--- config.mk ---
export PLATFORM = sky130hd
export DESIGN_NAME = xfer_fifo_engine
export DESIGN_NICKNAME = d
export VERILOG_FILES = /design/src/rtl/xfer_fsm_pkg.sv /design/src/rtl/xfer_cmd_buf.sv /design/src/rtl/xfer_burst.sv /design/src/rtl/xfer_fifo_engine.sv
export SDC_FILE = /design/constraint.sdc
export NUM_CORES = 2
export LEC_CHECK = 0
export BUFFER_PORTS_ARGS = -buffer_cell sky130_fd_sc_hd__buf_2
export CORE_MARGIN = 2
export CORE_UTILIZATION = 30
export DETAILED_ROUTE_END_ITERATION = 10
export GPL_ROUTABILITY_DRIVEN = 0
export PLACE_DENSITY = 0.54
export REMOVE_ABC_BUFFERS = 1
export SETUP_SLACK_MARGIN = 0.15
export SYNTH_ARGS = -nofsm -noshare
export SYNTH_HDL_FRONTEND = slang
export SYNTH_HIERARCHICAL = 1
export SYNTH_SLANG_ARGS = --single-unit
--- constraint.sdc ---
create_clock -name clk -period 4.4 [get_ports clk]
set_input_delay 0.88 -clock clk [delete_from_list [all_inputs] [get_ports clk]]
set_output_delay 0.88 -clock clk [all_outputs]
set_load 0.1 [all_outputs]
--- src/rtl/xfer_fsm_pkg.sv ---
package xfer_fsm_pkg;

  typedef enum logic [2:0] {
    XS_IDLE,
    XS_READY,
    XS_RECV,
    XS_EXEC,
    XS_DONE
  } xstate_e;

  typedef struct packed {
    logic selftest;
    logic valid;
    logic expect_more;
    logic avail;
    logic cmd_rdy;
  } xsts_t;

  localparam logic [2:0] CTL_CMD_READY = 3'b001;
  localparam logic [2:0] CTL_GO        = 3'b010;
  localparam logic [2:0] CTL_RETRY     = 3'b100;
  localparam logic [7:0] NO_DATA_BYTE  = 8'hFF;

  // Replace all status flags except the sticky self-test flag.
  function automatic xsts_t sts_set(xsts_t cur, logic v, logic e, logic a, logic c);
    xsts_t r;
    r.selftest    = cur.selftest;
    r.valid       = v;
    r.expect_more = e;
    r.avail       = a;
    r.cmd_rdy     = c;
    return r;
  endfunction

endpackage

--- src/rtl/xfer_cmd_buf.sv ---
module xfer_cmd_buf #(
  parameter int BUF = 256,
  parameter int OW  = 9,
  parameter int AW  = 8
) (
  input  logic          clk,
  input  logic          rst_n,
  input  logic          wr_en,
  input  logic [OW-1:0] waddr,
  input  logic [7:0]    wdata,
  input  logic [OW-1:0] raddr,
  output logic [7:0]    rdata,
  output logic [31:0]   hdr_now,
  output logic [31:0]   hdr_q
);

  localparam logic [OW-1:0] BUF_W = OW'(BUF);

  logic [7:0] mem [BUF];

  always_ff @(posedge clk) begin
    if (wr_en && (waddr < BUF_W)) begin
      mem[waddr[AW-1:0]] <= wdata;
    end
  end

  assign rdata = (raddr < BUF_W) ? mem[raddr[AW-1:0]] : 8'hFF;

  // Header length bytes sit at addresses 2..5, most significant first.
  for (genvar k = 0; k < 4; k++) begin : g_hdr
    localparam logic [OW-1:0] POS = OW'(2 + k);
    assign hdr_now[31-8*k -: 8] = (wr_en && (waddr == POS)) ? wdata : hdr_q[31-8*k -: 8];
  end

  always_ff @(posedge clk or negedge rst_n) begin
    if (!rst_n) begin
      hdr_q <= '0;
    end else if (wr_en) begin
      hdr_q <= hdr_now;
    end
  end

endmodule

--- src/rtl/xfer_burst.sv ---
module xfer_burst #(
  parameter int BUF = 256,
  parameter int OW  = 9
) (
  input  logic          avail,
  input  logic [OW-1:0] off,
  input  logic [OW-1:0] rlen,
  output logic [OW-1:0] cnt,
  output logic [7:0]    cnt_byte
);

  localparam logic [OW-1:0] BUF_W = OW'(BUF);

  always_comb begin
    if (avail) begin
      cnt = (rlen > off) ? (rlen - off) : '0;
    end else begin
      cnt = (BUF_W > off) ? (BUF_W - off) : '0;
    end
  end

  if (OW > 8) begin : g_sat
    assign cnt_byte = (cnt > OW'(255)) ? 8'hFF : cnt[7:0];
  end else if (OW == 8) begin : g_eq
    assign cnt_byte = cnt;
  end else begin : g_ext
    assign cnt_byte = {{(8-OW){1'b0}}, cnt};
  end

endmodule

--- src/rtl/xfer_fifo_engine.sv ---
module xfer_fifo_engine #(
  parameter int           NLOC   = 4,
  parameter int           BUF    = 256,
  parameter logic [1:0]   FAMILY = 2'b01,
  localparam int          LW     = (NLOC > 1) ? $clog2(NLOC) : 1,
  localparam int          OW     = $clog2(BUF + 1)
) (
  input  logic          clk,
  input  logic          rst_n,
  input  logic          active_vld,
  input  logic [LW-1:0] active_loc,
  input  logic [LW-1:0] acc_loc,
  input  logic          fifo_wr,
  input  logic [7:0]    fifo_wdata,
  input  logic          fifo_rd,
  output logic [7:0]    fifo_rdata,
  input  logic          ctl_wr,
  input  logic [2:0]    ctl_bits,
  output logic          st_valid,
  output logic          st_expect,
  output logic          st_avail,
  output logic          st_cmd_ready,
  output logic          st_selftest,
  output logic [1:0]    st_family,
  output logic [OW-1:0] burst_count,
  output logic [7:0]    burst_byte,
  output logic          be_start,
  output logic [OW-1:0] be_len,
  output logic [LW-1:0] be_loc,
  output logic          be_cancel,
  input  logic          be_wr,
  input  logic [OW-1:0] be_waddr,
  input  logic [7:0]    be_wdata,
  input  logic          be_done,
  input  logic          be_selftest,
  output logic          evt_cmd_ready,
  output logic          evt_valid,
  output logic          evt_avail,
  output logic [LW-1:0] evt_loc
);
  import xfer_fsm_pkg::*;

  localparam int            AW    = (BUF > 1) ? $clog2(BUF) : 1;
  localparam logic [OW-1:0] BUF_W = OW'(BUF);

  // Per-locality state
  xstate_e st_all  [NLOC];
  xsts_t   sts_all [NLOC];

  // Shared state
  logic [OW-1:0] off_q, off_d;
  logic [LW-1:0] exec_q, exec_d;
  logic          abort_q, abort_d;
  logic          start_q, start_d;
  logic [OW-1:0] len_q;
  logic          cancel_q, cancel_d;
  logic          ecr_q, ecr_d, ev_q, ev_d, ea_q, ea_d;
  logic [LW-1:0] eloc_q, eloc_d;

  // Single locality update port
  logic          ld_en;
  logic [LW-1:0] ld_idx;
  xstate_e       cs;
  xsts_t         ss;

  // Access decode
  logic          hit;
  logic [LW-1:0] acc_idx;
  xstate_e       cur_st;
  xsts_t         cur_sts;

  assign hit     = active_vld && (acc_loc == active_loc) && (32'(acc_loc) < NLOC);
  assign acc_idx = hit ? acc_loc : '0;
  assign cur_st  = st_all[acc_idx];
  assign cur_sts = sts_all[acc_idx];

  // Buffer ports
  logic          host_store;
  logic          buf_we;
  logic [OW-1:0] buf_wa;
  logic [7:0]    buf_wd;
  logic [7:0]    buf_rd;
  logic [31:0]   hdr_now, hdr_q;
  logic [OW-1:0] rlen;

  assign host_store = hit && !be_done && !ctl_wr && fifo_wr && (off_q < BUF_W) &&
                      ((cur_st == XS_READY) || ((cur_st == XS_RECV) && cur_sts.expect_more));
  assign buf_we = be_wr || host_store;
  assign buf_wa = be_wr ? be_waddr : off_q;
  assign buf_wd = be_wr ? be_wdata : fifo_wdata;

  xfer_cmd_buf #(.BUF(BUF), .OW(OW), .AW(AW)) u_buf (
    .clk     (clk),
    .rst_n   (rst_n),
    .wr_en   (buf_we),
    .waddr   (buf_wa),
    .wdata   (buf_wd),
    .raddr   (off_q),
    .rdata   (buf_rd),
    .hdr_now (hdr_now),
    .hdr_q   (hdr_q)
  );

  assign rlen = (hdr_q > 32'(BUF)) ? BUF_W : hdr_q[OW-1:0];

  // Next-state logic
  logic need_evt;

  always_comb begin
    ld_en    = 1'b0;
    ld_idx   = acc_idx;
    cs       = cur_st;
    ss       = cur_sts;
    off_d    = off_q;
    exec_d   = exec_q;
    abort_d  = abort_q;
    start_d  = 1'b0;
    cancel_d = 1'b0;
    ecr_d    = 1'b0;
    ev_d     = 1'b0;
    ea_d     = 1'b0;
    eloc_d   = acc_idx;
    need_evt = 1'b0;
    if (be_done) begin
      ld_en       = 1'b1;
      ld_idx      = exec_q;
      eloc_d      = exec_q;
      ss          = sts_all[exec_q];
      ss.selftest = ss.selftest | be_selftest;
      off_d       = '0;
      abort_d     = 1'b0;
      if (abort_q) begin
        cs    = XS_READY;
        ss    = sts_set(ss, 1'b0, 1'b0, 1'b0, 1'b1);
        ecr_d = 1'b1;
      end else begin
        cs    = XS_DONE;
        ss    = sts_set(ss, 1'b1, 1'b0, 1'b1, 1'b0);
        ev_d  = 1'b1;
        ea_d  = 1'b1;
      end
    end else if (hit) begin
      if (ctl_wr) begin
        case (ctl_bits)
          CTL_CMD_READY: begin
            case (cur_st)
              XS_IDLE: begin
                ld_en = 1'b1;
                cs    = XS_READY;
                ss    = sts_set(cur_sts, 1'b0, 1'b0, 1'b0, 1'b1);
                ecr_d = 1'b1;
              end
              XS_READY: off_d = '0;
              XS_RECV: begin
                ld_en = 1'b1;
                cs    = XS_READY;
                off_d = '0;
                ss    = sts_set(cur_sts, 1'b0, 1'b0, 1'b0, 1'b1);
                ecr_d = 1'b1;
              end
              XS_EXEC: begin
                cancel_d = 1'b1;
                abort_d  = 1'b1;
              end
              XS_DONE: begin
                ld_en = 1'b1;
                cs    = XS_READY;
                off_d = '0;
                ss    = sts_set(cur_sts, 1'b0, 1'b0, 1'b0, 1'b1);
                ecr_d = !cur_sts.cmd_rdy;
              end
              default: ;
            endcase
          end
          CTL_GO: begin
            if ((cur_st == XS_RECV) && !cur_sts.expect_more) begin
              ld_en   = 1'b1;
              cs      = XS_EXEC;
              start_d = 1'b1;
              exec_d  = acc_idx;
            end
          end
          CTL_RETRY: begin
            if (cur_st == XS_DONE) begin
              ld_en = 1'b1;
              off_d = '0;
              ss    = sts_set(cur_sts, 1'b1, 1'b0, 1'b1, 1'b0);
            end
          end
          default: ;
        endcase
      end else if (fifo_wr) begin
        if ((cur_st == XS_READY) || (cur_st == XS_RECV)) begin
          ld_en = 1'b1;
          if (cur_st == XS_READY) begin
            cs = XS_RECV;
            ss = sts_set(cur_sts, 1'b1, 1'b1, 1'b0, 1'b0);
          end
          if (ss.expect_more) begin
            if (host_store) begin
              off_d = off_q + 1'b1;
              if (off_d > OW'(5)) begin
                need_evt = !ss.valid;
                if (hdr_now > 32'(off_d)) begin
                  ss = sts_set(ss, 1'b1, 1'b1, 1'b0, 1'b0);
                end else begin
                  ss = sts_set(ss, 1'b1, 1'b0, 1'b0, 1'b0);
                end
                ev_d = need_evt;
              end
            end else begin
              ss = sts_set(ss, 1'b1, 1'b0, 1'b0, 1'b0);
            end
          end
        end
      end else if (fifo_rd) begin
        if ((cur_st == XS_DONE) && cur_sts.avail) begin
          off_d = off_q + 1'b1;
          if (off_d >= rlen) begin
            ld_en = 1'b1;
            ss    = sts_set(cur_sts, 1'b1, 1'b0, 1'b0, 1'b0);
            ev_d  = 1'b1;
          end
        end
      end
    end
  end

  // Per-locality registers
  for (genvar l = 0; l < NLOC; l++) begin : g_loc
    xstate_e st_r;
    xsts_t   sts_r;
    always_ff @(posedge clk or negedge rst_n) begin
      if (!rst_n) begin
        st_r  <= XS_IDLE;
        sts_r <= '0;
      end else if (ld_en && (ld_idx == LW'(l))) begin
        st_r  <= cs;
        sts_r <= ss;
      end
    end
    assign st_all[l]  = st_r;
    assign sts_all[l] = sts_r;
  end

  // Shared registers
  always_ff @(posedge clk or negedge rst_n) begin
    if (!rst_n) begin
      off_q    <= '0;
      exec_q   <= '0;
      abort_q  <= 1'b0;
      start_q  <= 1'b0;
      len_q    <= '0;
      cancel_q <= 1'b0;
      ecr_q    <= 1'b0;
      ev_q     <= 1'b0;
      ea_q     <= 1'b0;
      eloc_q   <= '0;
    end else begin
      off_q    <= off_d;
      exec_q   <= exec_d;
      abort_q  <= abort_d;
      start_q  <= start_d;
      cancel_q <= cancel_d;
      ecr_q    <= ecr_d;
      ev_q     <= ev_d;
      ea_q     <= ea_d;
      eloc_q   <= eloc_d;
      if (start_d) begin
        len_q <= off_q;
      end
    end
  end

  // Status and burst
  logic [OW-1:0] cnt;
  logic [7:0]    cnt_byte;

  xfer_burst #(.BUF(BUF), .OW(OW)) u_burst (
    .avail    (cur_sts.avail),
    .off      (off_q),
    .rlen     (rlen),
    .cnt      (cnt),
    .cnt_byte (cnt_byte)
  );

  assign st_valid     = hit && cur_sts.valid;
  assign st_expect    = hit && cur_sts.expect_more;
  assign st_avail     = hit && cur_sts.avail;
  assign st_cmd_ready = hit && cur_sts.cmd_rdy;
  assign st_selftest  = hit && cur_sts.selftest;
  assign st_family    = hit ? FAMILY : 2'b00;
  assign burst_count  = hit ? cnt : '0;
  assign burst_byte   = hit ? cnt_byte : 8'h00;
  assign fifo_rdata   = (hit && (cur_st == XS_DONE) && cur_sts.avail) ? buf_rd : NO_DATA_BYTE;

  assign be_start      = start_q;
  assign be_len        = len_q;
  assign be_loc        = exec_q;
  assign be_cancel     = cancel_q;
  assign evt_cmd_ready = ecr_q;
  assign evt_valid     = ev_q;
  assign evt_avail     = ea_q;
  assign evt_loc       = eloc_q;

endmodule

==> impl_metrics.yaml <==
run_status:
  outcome: "finished, violations left"
  failed_checks: "setup timing"
floorplanning:
  core_area_sq_um: 285500
  initial_core_util: 0.3018
  dieArea_sq_um: 291500
  die_h_um: 539.9
  die_x_um: 539.9
  ios: 91
  num_rows: 196
place:
  dpl.hpwl_um: 149700
  dp_slack_ns: -1.238
  io_buffer_count: 89
setup_path:
  startpoint_type: "flop"
  critical_path_class: "reg2out"
  crit_path_max_fanout: 13
  crit_required_ns: 3.52
  cp-end-kind: "output port"
  arrival_ns: 4.31
cts:
  cts.clk_slew.worst_paths_ns: 0.06
  tritoncts: "built"
  cts.sinks: 2140
  cts_hold_buf: 0
  htreeDepth: 4
  cts_made_buffers: 222
  root_buffer: "clkbuf_16"
  clock_latency_ns: 0.91
  clk_path_buf_depth: 4
global_route:
  antenna_found_initial: 8
  grt_overflow_total: 0
  grtUsageTotal: 0.1597
  grt_start_max_net_pins: 193
  grt_pass1_vias: 48160
  grt_pass1_wl_um: 344400
sta:
  fin_crit_sh: 1.179
  fin_crit_ns: 5.190
  max_freq_mhz: 192.7
  final_hold_viol_count: 0
  slew_headroom: 0.1831
  drv_slew: 0
  worst_slew_pin_slew_ns: 1.222
  skew_ns: 0.1159
  rsz0062_at_grt: "true"
  setup_viol: 25
  fin_ws_ns: -0.7897
route:
  wire_per_inst_um: 25.60
  num_vias: 47210
  routed_via_density: 5.052
  drt-total-wl_um: 239300
  first_pass_iters: 7
  detail-route-antenna-nets: 0
  drc: 0
  drtIter0Drc: 4680
synthesis:
  yosys_warnings: 6
  yosysSeqAreaShare: 0.7406
  synth_cell_types: 97
  yosysTopAreaCellShare: 0.7139
  synth_area_sq_um: 86150
  syn_inst: 4479
  synth.avg_cell_area_sq_um: 19.23
  synth_async_sr_flop_share: 0.04299
  synth-main-ff-cell: "edfxtp_1"
  synth_seq_cells: 2140
  synth_top_cell_by_area: "edfxtp_1"
  synth-edff-count: 2048
  yosys-top-cells-area: "edfxtp_1, mux4_2, dfrtp_1, mux2i_1, nor2_1"
power_and_ir_drop:
  power_w: 0.04570
  p_leak_nw: 35.05
  power.density_nw_per_um2: 427.0
  max-vdd-ir-drop_mv: 0.3308
worst_hold_path:
  worst_hold_path_type: "in2async"
cells_and_area:
  drive_gt1_frac: 0.3652
  nets: 5486
  area_delta_synth_final_pct: 24.24
flow_run:
  max_cap_violations: 0
through the flow:
stage | util | cell area (sq um) | instances | TNS (ns) | hold slack (ns)
2_1_floorplan | - | 84950 | 4223 | - | 0.4492
5_1_grt | 0.3749 | 107000 | 9345 | -21.92 | 0.09641
6_report | 0.3749 | 107000 | 9346 | -16.23 | 0.09199
3_5_place_dp | 0.3413 | 97420 | 8853 | -8.813 | 0.4715
4_1_cts | 0.3710 | 105900 | 9300 | -16.92 | 0.03946
3_3_place_gp | 0.3413 | 97420 | 8853 | -7.183 | 0.4611
per-layer routing:
layer,up-vias,routed length [um],global-route usage
met3,362,15140,0.02518
met1,25050,102600,0.2212
li1,20210,-,-
met2,1591,113900,0.2583
met4,2,7612,0.04875
met5,-,13,0
cells by family after synthesis:
kind of cell | count (synthesis) | share of synthesized area
compound gates | 468 | 0.04014
xor+xnor | 20 | 0.002338
fa+ha+maj | 32 | 0.004735
buf+inv | 313 | 0.01635
flops | 2140 | 0.7406
mux | 706 | 0.1539
other cells | 1 | 0.00004353
simple gates | 799 | 0.04184
layout by cell type, fill, tap and decap left out, types with 53 or more instances in the layout:
cell type,Yosys,routed
nor2_1,302,298
mux2_2,64,54
edfxtp_1,2048,2048
buf_12,0,105
mux2i_1,141,136
buf_4,25,722
mux4_2,486,486
a22oi_1,108,91
dfrtp_1,92,87
clkbuf_16,0,230
nand2_1,253,229
clkbuf_1,120,53
buf_2,81,60
cell usage after synthesis (all sizes together), types with 53 or more instances:
library cell     n
clkbuf         121
dfrtp           92
edfxtp        2048
a21oi           53
a22oi          109
o21ai           71
nand2          254
inv             53
nor2           307
mux2i          142
mux2            78
nand3           54
buf            135
mux4           486
repair_timing:
action / CTS / global route
pin swaps: 59 / 67
setup buffers: 44 / 40
cloned: 9 / 6
resized for setup: 217 / 137
endpoints found under the setup margin: 53 / 57
path summary, 6_finish.rpt:
kind	slack, ns	end	cells past startpoint	startpoint
worst max-delay path	-0.79	fifo_rdata[7]	12	off_q[0]
worst min-delay path	0.09	u_buf/hdr_q[2]	1	rst_n
worst max register to register	0.09	g_loc[2].sts_r[2]	25	g_loc[1].st_r[1]
min in group clk	0.43	be_loc[1]	2	acc_loc[1]
max in group asynchronous	3.53	g_loc[2].sts_r[0]	2	rst_n
worst min register to register	0.48	be_len[1]	2	be_len[1]
critical path: stages (launching register included):
cell and delay (ns):
dfrtp_4 0.47, buf_12 0.16, bufbuf_16 0.32, buf_4 0.31, mux4_2 0.55, o221ai_1 0.27
a21oi_1 0.09, a211o_1 0.29, a211oi_2 0.25, buf_4 0.17, o21ai_1 0.06, or2_4 0.31
buf_12 0.19
state kept, by name, indices dropped and copies added, names as in the netlist, 2 cells and up:
| name | count |
|---|---|
| u_buf/mem | 2048 |
| be_loc | 2 |
| be_len | 9 |
| g_loc.st_r | 12 |
| evt_loc | 2 |
| u_buf/hdr_q | 32 |
| off_q | 9 |
| g_loc.sts_r | 20 |
power by group:
part | internal [W] | switching, W | total, W
clock network | 0.0105 | 0.00779 | 0.0183
logic | 0.00212 | 0.00262 | 0.00473
registers | 0.0226 | 0.0000901 | 0.0227
cell type report:
cell class | count | area (sq um)
Tap cell | 3762 | 4707
Antenna cell | 1 | 2.502
Multi-Input combinational cell | 2027 | 22190
Clock inverter | 117 | 1160
Sequential cell | 2140 | 63820
Inverter | 57 | 230.2
Timing Repair Buffer | 965 | 9110
Clock buffer | 277 | 5804
Fill cell | 26140 | 178400
No activity file was read; power rests on OpenSTA's default activity.
